<file path="src/rtl/vram_arb_pkg.sv">
package vram_arb_pkg;
    typedef enum logic [1:0] {
        OP_PUT = 2'b00,
        OP_OR  = 2'b01,
        OP_XOR = 2'b10,
        OP_CLR = 2'b11
    } wr_op_e;

    typedef enum logic [1:0] {
        ST_IDLE,
        ST_PEND,
        ST_WBACK
    } arb_state_e;
endpackage

</file>
<file path="src/rtl/slot_phase.sv">
module slot_phase (
    input  logic clk,
    input  logic rst_n,
    output logic cpu_phase
);
    always_ff @(posedge clk) begin
        if (!rst_n) cpu_phase <= 1'b0;
        else        cpu_phase <= ~cpu_phase;
    end
endmodule

</file>
<file path="src/rtl/merge_unit.sv">
module merge_unit
    import vram_arb_pkg::*;
#(
    parameter int DW = 8
) (
    input  wr_op_e        op,
    input  logic [DW-1:0] old_word,
    input  logic [DW-1:0] cpu_word,
    output logic [DW-1:0] new_word
);
    always_comb begin
        unique case (op)
            OP_PUT: new_word = cpu_word;
            OP_OR:  new_word = old_word | cpu_word;
            OP_XOR: new_word = old_word ^ cpu_word;
            OP_CLR: new_word = old_word & ~cpu_word;
        endcase
    end
endmodule

</file>
<file path="src/rtl/fetch_addr_map.sv">
module fetch_addr_map #(
    parameter int AW     = 14,
    parameter int LEG_AW = 12
) (
    input  logic          bitmap,
    input  logic          wide,
    input  logic [1:0]    scr_sel,
    input  logic [AW-1:0] disp_addr,
    output logic [AW-1:0] fetch_addr
);
    localparam int PAD = AW - LEG_AW;

    logic [AW-1:0] leg_addr;

    generate
        if (PAD > 0) begin : g_pad
            assign leg_addr = {{PAD{1'b0}}, disp_addr[LEG_AW-1:0]};
        end else begin : g_nopad
            assign leg_addr = disp_addr;
        end
    endgenerate

    always_comb begin
        if (!bitmap)   fetch_addr = leg_addr;
        else if (wide) fetch_addr = {scr_sel[0], disp_addr[AW-2:0]};
        else           fetch_addr = {scr_sel, disp_addr[AW-3:0]};
    end
endmodule

</file>
<file path="src/rtl/vram_arbiter.sv">
module vram_arbiter
    import vram_arb_pkg::*;
#(
    parameter int AW     = 14,
    parameter int DW     = 8,
    parameter int LEG_AW = 12
) (
    input  logic          clk,
    input  logic          rst_n,
    input  logic          mode_bitmap,
    input  logic          wide_mode,
    input  logic          active,
    input  logic [1:0]    scr_sel,
    input  logic [AW-1:0] disp_addr,
    input  logic          cpu_req,
    input  logic          cpu_we,
    input  logic [1:0]    cpu_op,
    input  logic [AW-1:0] cpu_addr,
    input  logic [DW-1:0] cpu_wdata,
    output logic          cpu_wait,
    output logic [DW-1:0] cpu_rdata,
    output logic [DW-1:0] fetch_data,
    output logic          fetch_load,
    output logic [AW-1:0] mem_addr,
    output logic [DW-1:0] mem_wdata,
    output logic          mem_we,
    input  logic [DW-1:0] mem_rdata
);
    arb_state_e    state, state_nx;
    logic          cpu_phase;
    logic          disp_slot;
    logic          grant;
    logic [AW-1:0] f_addr;
    logic [AW-1:0] r_addr;
    logic [DW-1:0] r_wdata;
    logic          r_we;
    wr_op_e        r_op;
    logic [DW-1:0] merged;
    logic [DW-1:0] wbuf;
    logic          is_merge;

    slot_phase u_phase (
        .clk       (clk),
        .rst_n     (rst_n),
        .cpu_phase (cpu_phase)
    );

    fetch_addr_map #(.AW(AW), .LEG_AW(LEG_AW)) u_map (
        .bitmap     (mode_bitmap),
        .wide       (wide_mode),
        .scr_sel    (scr_sel),
        .disp_addr  (disp_addr),
        .fetch_addr (f_addr)
    );

    merge_unit #(.DW(DW)) u_merge (
        .op       (r_op),
        .old_word (mem_rdata),
        .cpu_word (r_wdata),
        .new_word (merged)
    );

    // Display owns every active clock in character mode and the even phase in bitmap mode.
    assign disp_slot = active && (!mode_bitmap || !cpu_phase);
    assign grant     = !disp_slot;
    assign is_merge  = r_we && (r_op != OP_PUT);

    // State register
    always_ff @(posedge clk) begin
        if (!rst_n) state <= ST_IDLE;
        else        state <= state_nx;
    end

    // Next-state logic
    always_comb begin
        state_nx = state;
        unique case (state)
            ST_IDLE:  if (cpu_req) state_nx = ST_PEND;
            ST_PEND:  if (grant)   state_nx = is_merge ? ST_WBACK : ST_IDLE;
            ST_WBACK: if (grant)   state_nx = ST_IDLE;
            default:               state_nx = ST_IDLE;
        endcase
    end

    // Memory port outputs
    always_comb begin
        mem_addr  = disp_slot ? f_addr : r_addr;
        mem_wdata = r_wdata;
        mem_we    = 1'b0;
        unique case (state)
            ST_IDLE: ;
            ST_PEND:  mem_we = grant && r_we && !is_merge;
            ST_WBACK: begin
                mem_we    = grant;
                mem_wdata = wbuf;
            end
            default: ;
        endcase
    end

    assign cpu_wait = (state != ST_IDLE);

    // Request capture and data registers
    always_ff @(posedge clk) begin
        if (!rst_n) begin
            r_addr     <= '0;
            r_wdata    <= '0;
            r_we       <= 1'b0;
            r_op       <= OP_PUT;
            wbuf       <= '0;
            cpu_rdata  <= '0;
            fetch_data <= '0;
            fetch_load <= 1'b0;
        end else begin
            if (state == ST_IDLE && cpu_req) begin
                r_addr  <= cpu_addr;
                r_wdata <= cpu_wdata;
                r_we    <= cpu_we;
                r_op    <= wr_op_e'(cpu_op);
            end
            if (state == ST_PEND && grant) begin
                if (!r_we)    cpu_rdata <= mem_rdata;
                if (is_merge) wbuf      <= merged;
            end
            fetch_load <= disp_slot;
            if (disp_slot) fetch_data <= mem_rdata;
        end
    end
endmodule

</file>
<file path="config.mk">
export PLATFORM = sky130hd
export DESIGN_NAME = vram_arbiter
export DESIGN_NICKNAME = d
export VERILOG_FILES = /design/src/rtl/vram_arb_pkg.sv /design/src/rtl/slot_phase.sv /design/src/rtl/merge_unit.sv /design/src/rtl/fetch_addr_map.sv /design/src/rtl/vram_arbiter.sv
export SDC_FILE = /design/constraint.sdc
export NUM_CORES = 1
export LEC_CHECK = 0
export BUFFER_PORTS_ARGS = -buffer_cell sky130_fd_sc_hd__buf_2
export CAP_MARGIN = 15
export CORE_ASPECT_RATIO = 0.5
export CORE_MARGIN = 1.5
export CORE_UTILIZATION = 50
export DETAILED_ROUTE_END_ITERATION = 6
export PLACE_DENSITY = 0.77
export SETUP_SLACK_MARGIN = 0.4
export SLEW_MARGIN = 10
export SYNTH_ARGS = -nofsm -noshare
export SYNTH_HDL_FRONTEND = slang
export SYNTH_SLANG_ARGS = --single-unit
</file>
<file path="constraint.sdc">
create_clock -name clk -period 1.6 [get_ports clk]
set_clock_uncertainty 0.1 [all_clocks]
set_input_delay 0.16 -clock clk [delete_from_list [all_inputs] [get_ports clk]]
set_output_delay 0.16 -clock clk [all_outputs]
set_load 0.005 [all_outputs]
</file>
==> impl_metrics.env <==
export IMPL_cts_buffers=5
export IMPL_io_pins=96
export IMPL_drc_errors=0
export IMPL_synth_top_family_by_area="simple AND/OR/NAND/NOR gates"
export IMPL_syn_num_nets=446
export IMPL_ys_flop_type="dfxtp_1"
export IMPL_synth_simple_gate_area_share_pct=25.1
export IMPL_path_max_fanout=6
export IMPL_antenna_left=0
export IMPL_clkPwrFrac_pct=30.8
export IMPL_switching_share_pct=30.6
export IMPL_root_buffer="clkbuf_16"
export IMPL_cp_arrival_ns=1.38
export IMPL_syn_area_mm2=0.00286
export IMPL_irDropWorstVdd_uv=573
export IMPL_grt_max_degree=30
export IMPL_critPathTopFamily="compound AO/OA/AOI/OAI gates"
export IMPL_std_cell_rows=19
export IMPL_slew_violations=0
export IMPL_initial_utilization_pct=52.2
export IMPL_worstMarginPinSlew_ns=0.441
export IMPL_cp_start_kind="register"
export IMPL_nets=559
export IMPL_cts_sinks=53
export IMPL_grt_use_total_pct=26.8
export IMPL_violations="negative setup slack"
export IMPL_endpoint_kind="primary output"
export IMPL_ys_seq_elements=53
export IMPL_clk_latency_ns=0.29
export IMPL_n_antenna_cell=0
export IMPL_drive_gt1_share_pct=56.6
export IMPL_gp_congestion=0.781
export IMPL_crit_type="reg2out"
export IMPL_muxShareOfSynthArea_pct=1.40
export IMPL_seqPwrFrac_pct=38.6
export IMPL_dp_cells=522
export IMPL_place_hpwl_um=4740
export IMPL_yosys_warnings=0
export IMPL_p_sw_mw=1.20
export IMPL_synth_compound_area_share_pct=20.4
export IMPL_h_tree_depth=2
export IMPL_cpPeakStageDelay_ns=0.34
export IMPL_vias=3057
export IMPL_synthXorXnorAreaFrac_pct=0
export IMPL_path_buf_inv=2
export IMPL_rsz0062_at_grt="yes"
export IMPL_pwr_share_comb_pct=30.6
export IMPL_p_int_mw=2.72
export IMPL_synth_edf_count=0
export IMPL_fin_crit_ns=1.64
export IMPL_outcome="complete, but fails checks"
export IMPL_overflow=0
export IMPL_crit_chain="a21bo_4, buf_12, a22o_1, buf_2"
export IMPL_async_flop_share_pct=0
export IMPL_coreArea_mm2=0.00549
export IMPL_drt_pre_antenna_iters=4
export IMPL_syn_inst=371
export IMPL_first_iter_violations=197
export IMPL_p_leak_nw=2.16
export IMPL_power_density_mw_per_mm2=858
export IMPL_grt_pass1_wl_um=12700
export IMPL_post_place_ws_ns=0.203
export IMPL_die_height_um=56.5
export IMPL_finalSetupViolCount=4
export IMPL_hold_viol=0
export IMPL_syn_avg_cell_area_um2=7.72
export IMPL_final_util_pct=83.3
export IMPL_port_buffers=94
export IMPL_fin_hold_ws_ns=0.00185
export IMPL_synth_cell_types=26
export IMPL_dieWidth_um=110
export IMPL_wl_um=9880
export IMPL_grt_antenna_before_repair=0
export IMPL_grt_pass1_vias=2674
export IMPL_synth_seq_area_share_pct=37.0
export IMPL_crit_required_ns=1.34
export IMPL_die_area_mm2=0.00622
export IMPL_routed_via_density=5.49
export IMPL_drv_cap=0
export IMPL_clk_path_buf_depth=2
export IMPL_fin_cells=557
export IMPL_fin_crit_sh_pct=102
export IMPL_post_drt_wl_per_cell_um=17.7
export IMPL_syn2layout_area_growth_pct=59.8
export IMPL_synth_adder_area_share_pct=8.74
export IMPL_setup_ws_ns=-0.0352
export IMPL_clk_pin_slew_ns=0.07
export IMPL_slew_headroom_pct=70.6
export IMPL_cts_tree="done"
export IMPL_fmax_mhz=612
export IMPL_cp_slowest_cell="dfxtp_2"
export IMPL_hold_path_class="in2reg"
export IMPL_postCtsHoldBufs=0
[final timing paths]
| check | start | end | slack (ns) | cells past startpoint |
|---|---|---|---|---|
| max | u_phase.cpu_phase | mem_addr[12] | -0.04 | 4 |
| min | cpu_wdata[1] | r_wdata[1] | 0.002 | 3 |
| max reg2reg | state[0] | wbuf[4] | 0.02 | 6 |
| min reg2reg | r_wdata[1] | r_wdata[1] | 0.35 | 2 |
[cells in the mapped netlist (4+ instances only)]
| library cell | n | share of area, % |
|---|---|---|
| o32ai_1 | 8 | 2.4 |
| o21ai_0 | 16 | 2.8 |
| mux2i_1 | 4 | 1.4 |
| nand2_1 | 124 | 16 |
| nand2b_1 | 18 | 3.9 |
| dfxtp_1 | 53 | 37 |
| nand3_1 | 8 | 1.4 |
| a21boi_0 | 47 | 12 |
| inv_1 | 19 | 2.5 |
| buf_2 | 10 | 1.7 |
| nor2_1 | 13 | 1.7 |
| ha_1 | 20 | 8.7 |
| clkbuf_1 | 11 | 1.4 |
[metal layers]
layer  GRT usage (%)  part of all wire (%)  wire [µm]
met5               0                     0          0
met1            33.4                    40       3950
met2            46.2                    50       4980
met3            5.57                   6.8        673
met4            8.35                   2.7        269
[worst register-to-register path, cell delays in order (launching register included)]
cell and delay (ns):
dfxtp_4 0.37, buf_6 0.10, ha_4 0.16, buf_6 0.11
o211a_4 0.18, nand3_4 0.18, o32ai_4 0.29
[timing repair]
action / in CTS / in global routing
setup buffers: 14 / 6
setup endpoints to repair: 70 / 75
cloned: 5 / 3
gates resized for setup: 54 / 147
pin swaps: 28 / 68
[cell type report]
cell class / count / area, µm²
fillers: 301 / 916
clock inverters: 2 / 35.0
clock buffers: 5 / 125
inverters: 19 / 78.8
multi-input cells: 276 / 2230
well taps: 73 / 91.3
repair buffers: 129 / 948
flip-flops and latches: 53 / 1070
[placed cells by master (no fill, tap or decap), types with 7 or more instances in the layout]
master	synthesis	layout
inv_1	19	16
nand2_4	0	24
nand2_1	124	51
ha_1	20	17
nand2b_1	18	17
buf_4	1	11
nor2_1	13	10
a21boi_2	0	15
clkbuf_16	0	8
a21boi_1	3	29
buf_2	10	94
nand2_2	0	48
o32ai_2	0	7
o21ai_2	0	15
buf_6	3	10
dfxtp_1	53	49
[through the flow]
step | instance area (µm²) | power [mW] | setup TNS, ns
after floorplan | 3000 | 1.98 | 0
after global placement | 3470 | 2.21 | 0
after detailed placement | 3470 | 2.23 | 0
after CTS | 4000 | 3.61 | 0
after global routing | 4580 | 4.07 | -0.408
final | 4580 | 3.93 | -0.0627
[registers in the layout (all words and copies together) (netlist names)]
signal	cells
r_addr	14
cpu_rdata	8
fetch_data	8
r_wdata	8
wbuf	8
r_op	2
state	2
fetch_load	1
r_we	1
u_phase.cpu_phase	1
[power by group through the flow]
stage | combinational, mW | sequential [mW] | clock [mW]
detailed placement | 0.726 | 1.50 | 0
floorplan | 0.493 | 1.49 | 0
global placement | 0.711 | 1.50 | 0
global route | 1.28 | 1.52 | 1.26
CTS | 0.927 | 1.48 | 1.20
finish | 1.20 | 1.52 | 1.21
[logic make-up after synthesis]
group                    count (synthesis)
flip-flops                              53
AND/OR/NAND/NOR                        169
multiplexers                             4
AO/OA/AOI/OAI                           80
adder cells (fa/ha/maj)                 20
buffers and inverters                   45
No activity file was read; power rests on OpenSTA's default activity.
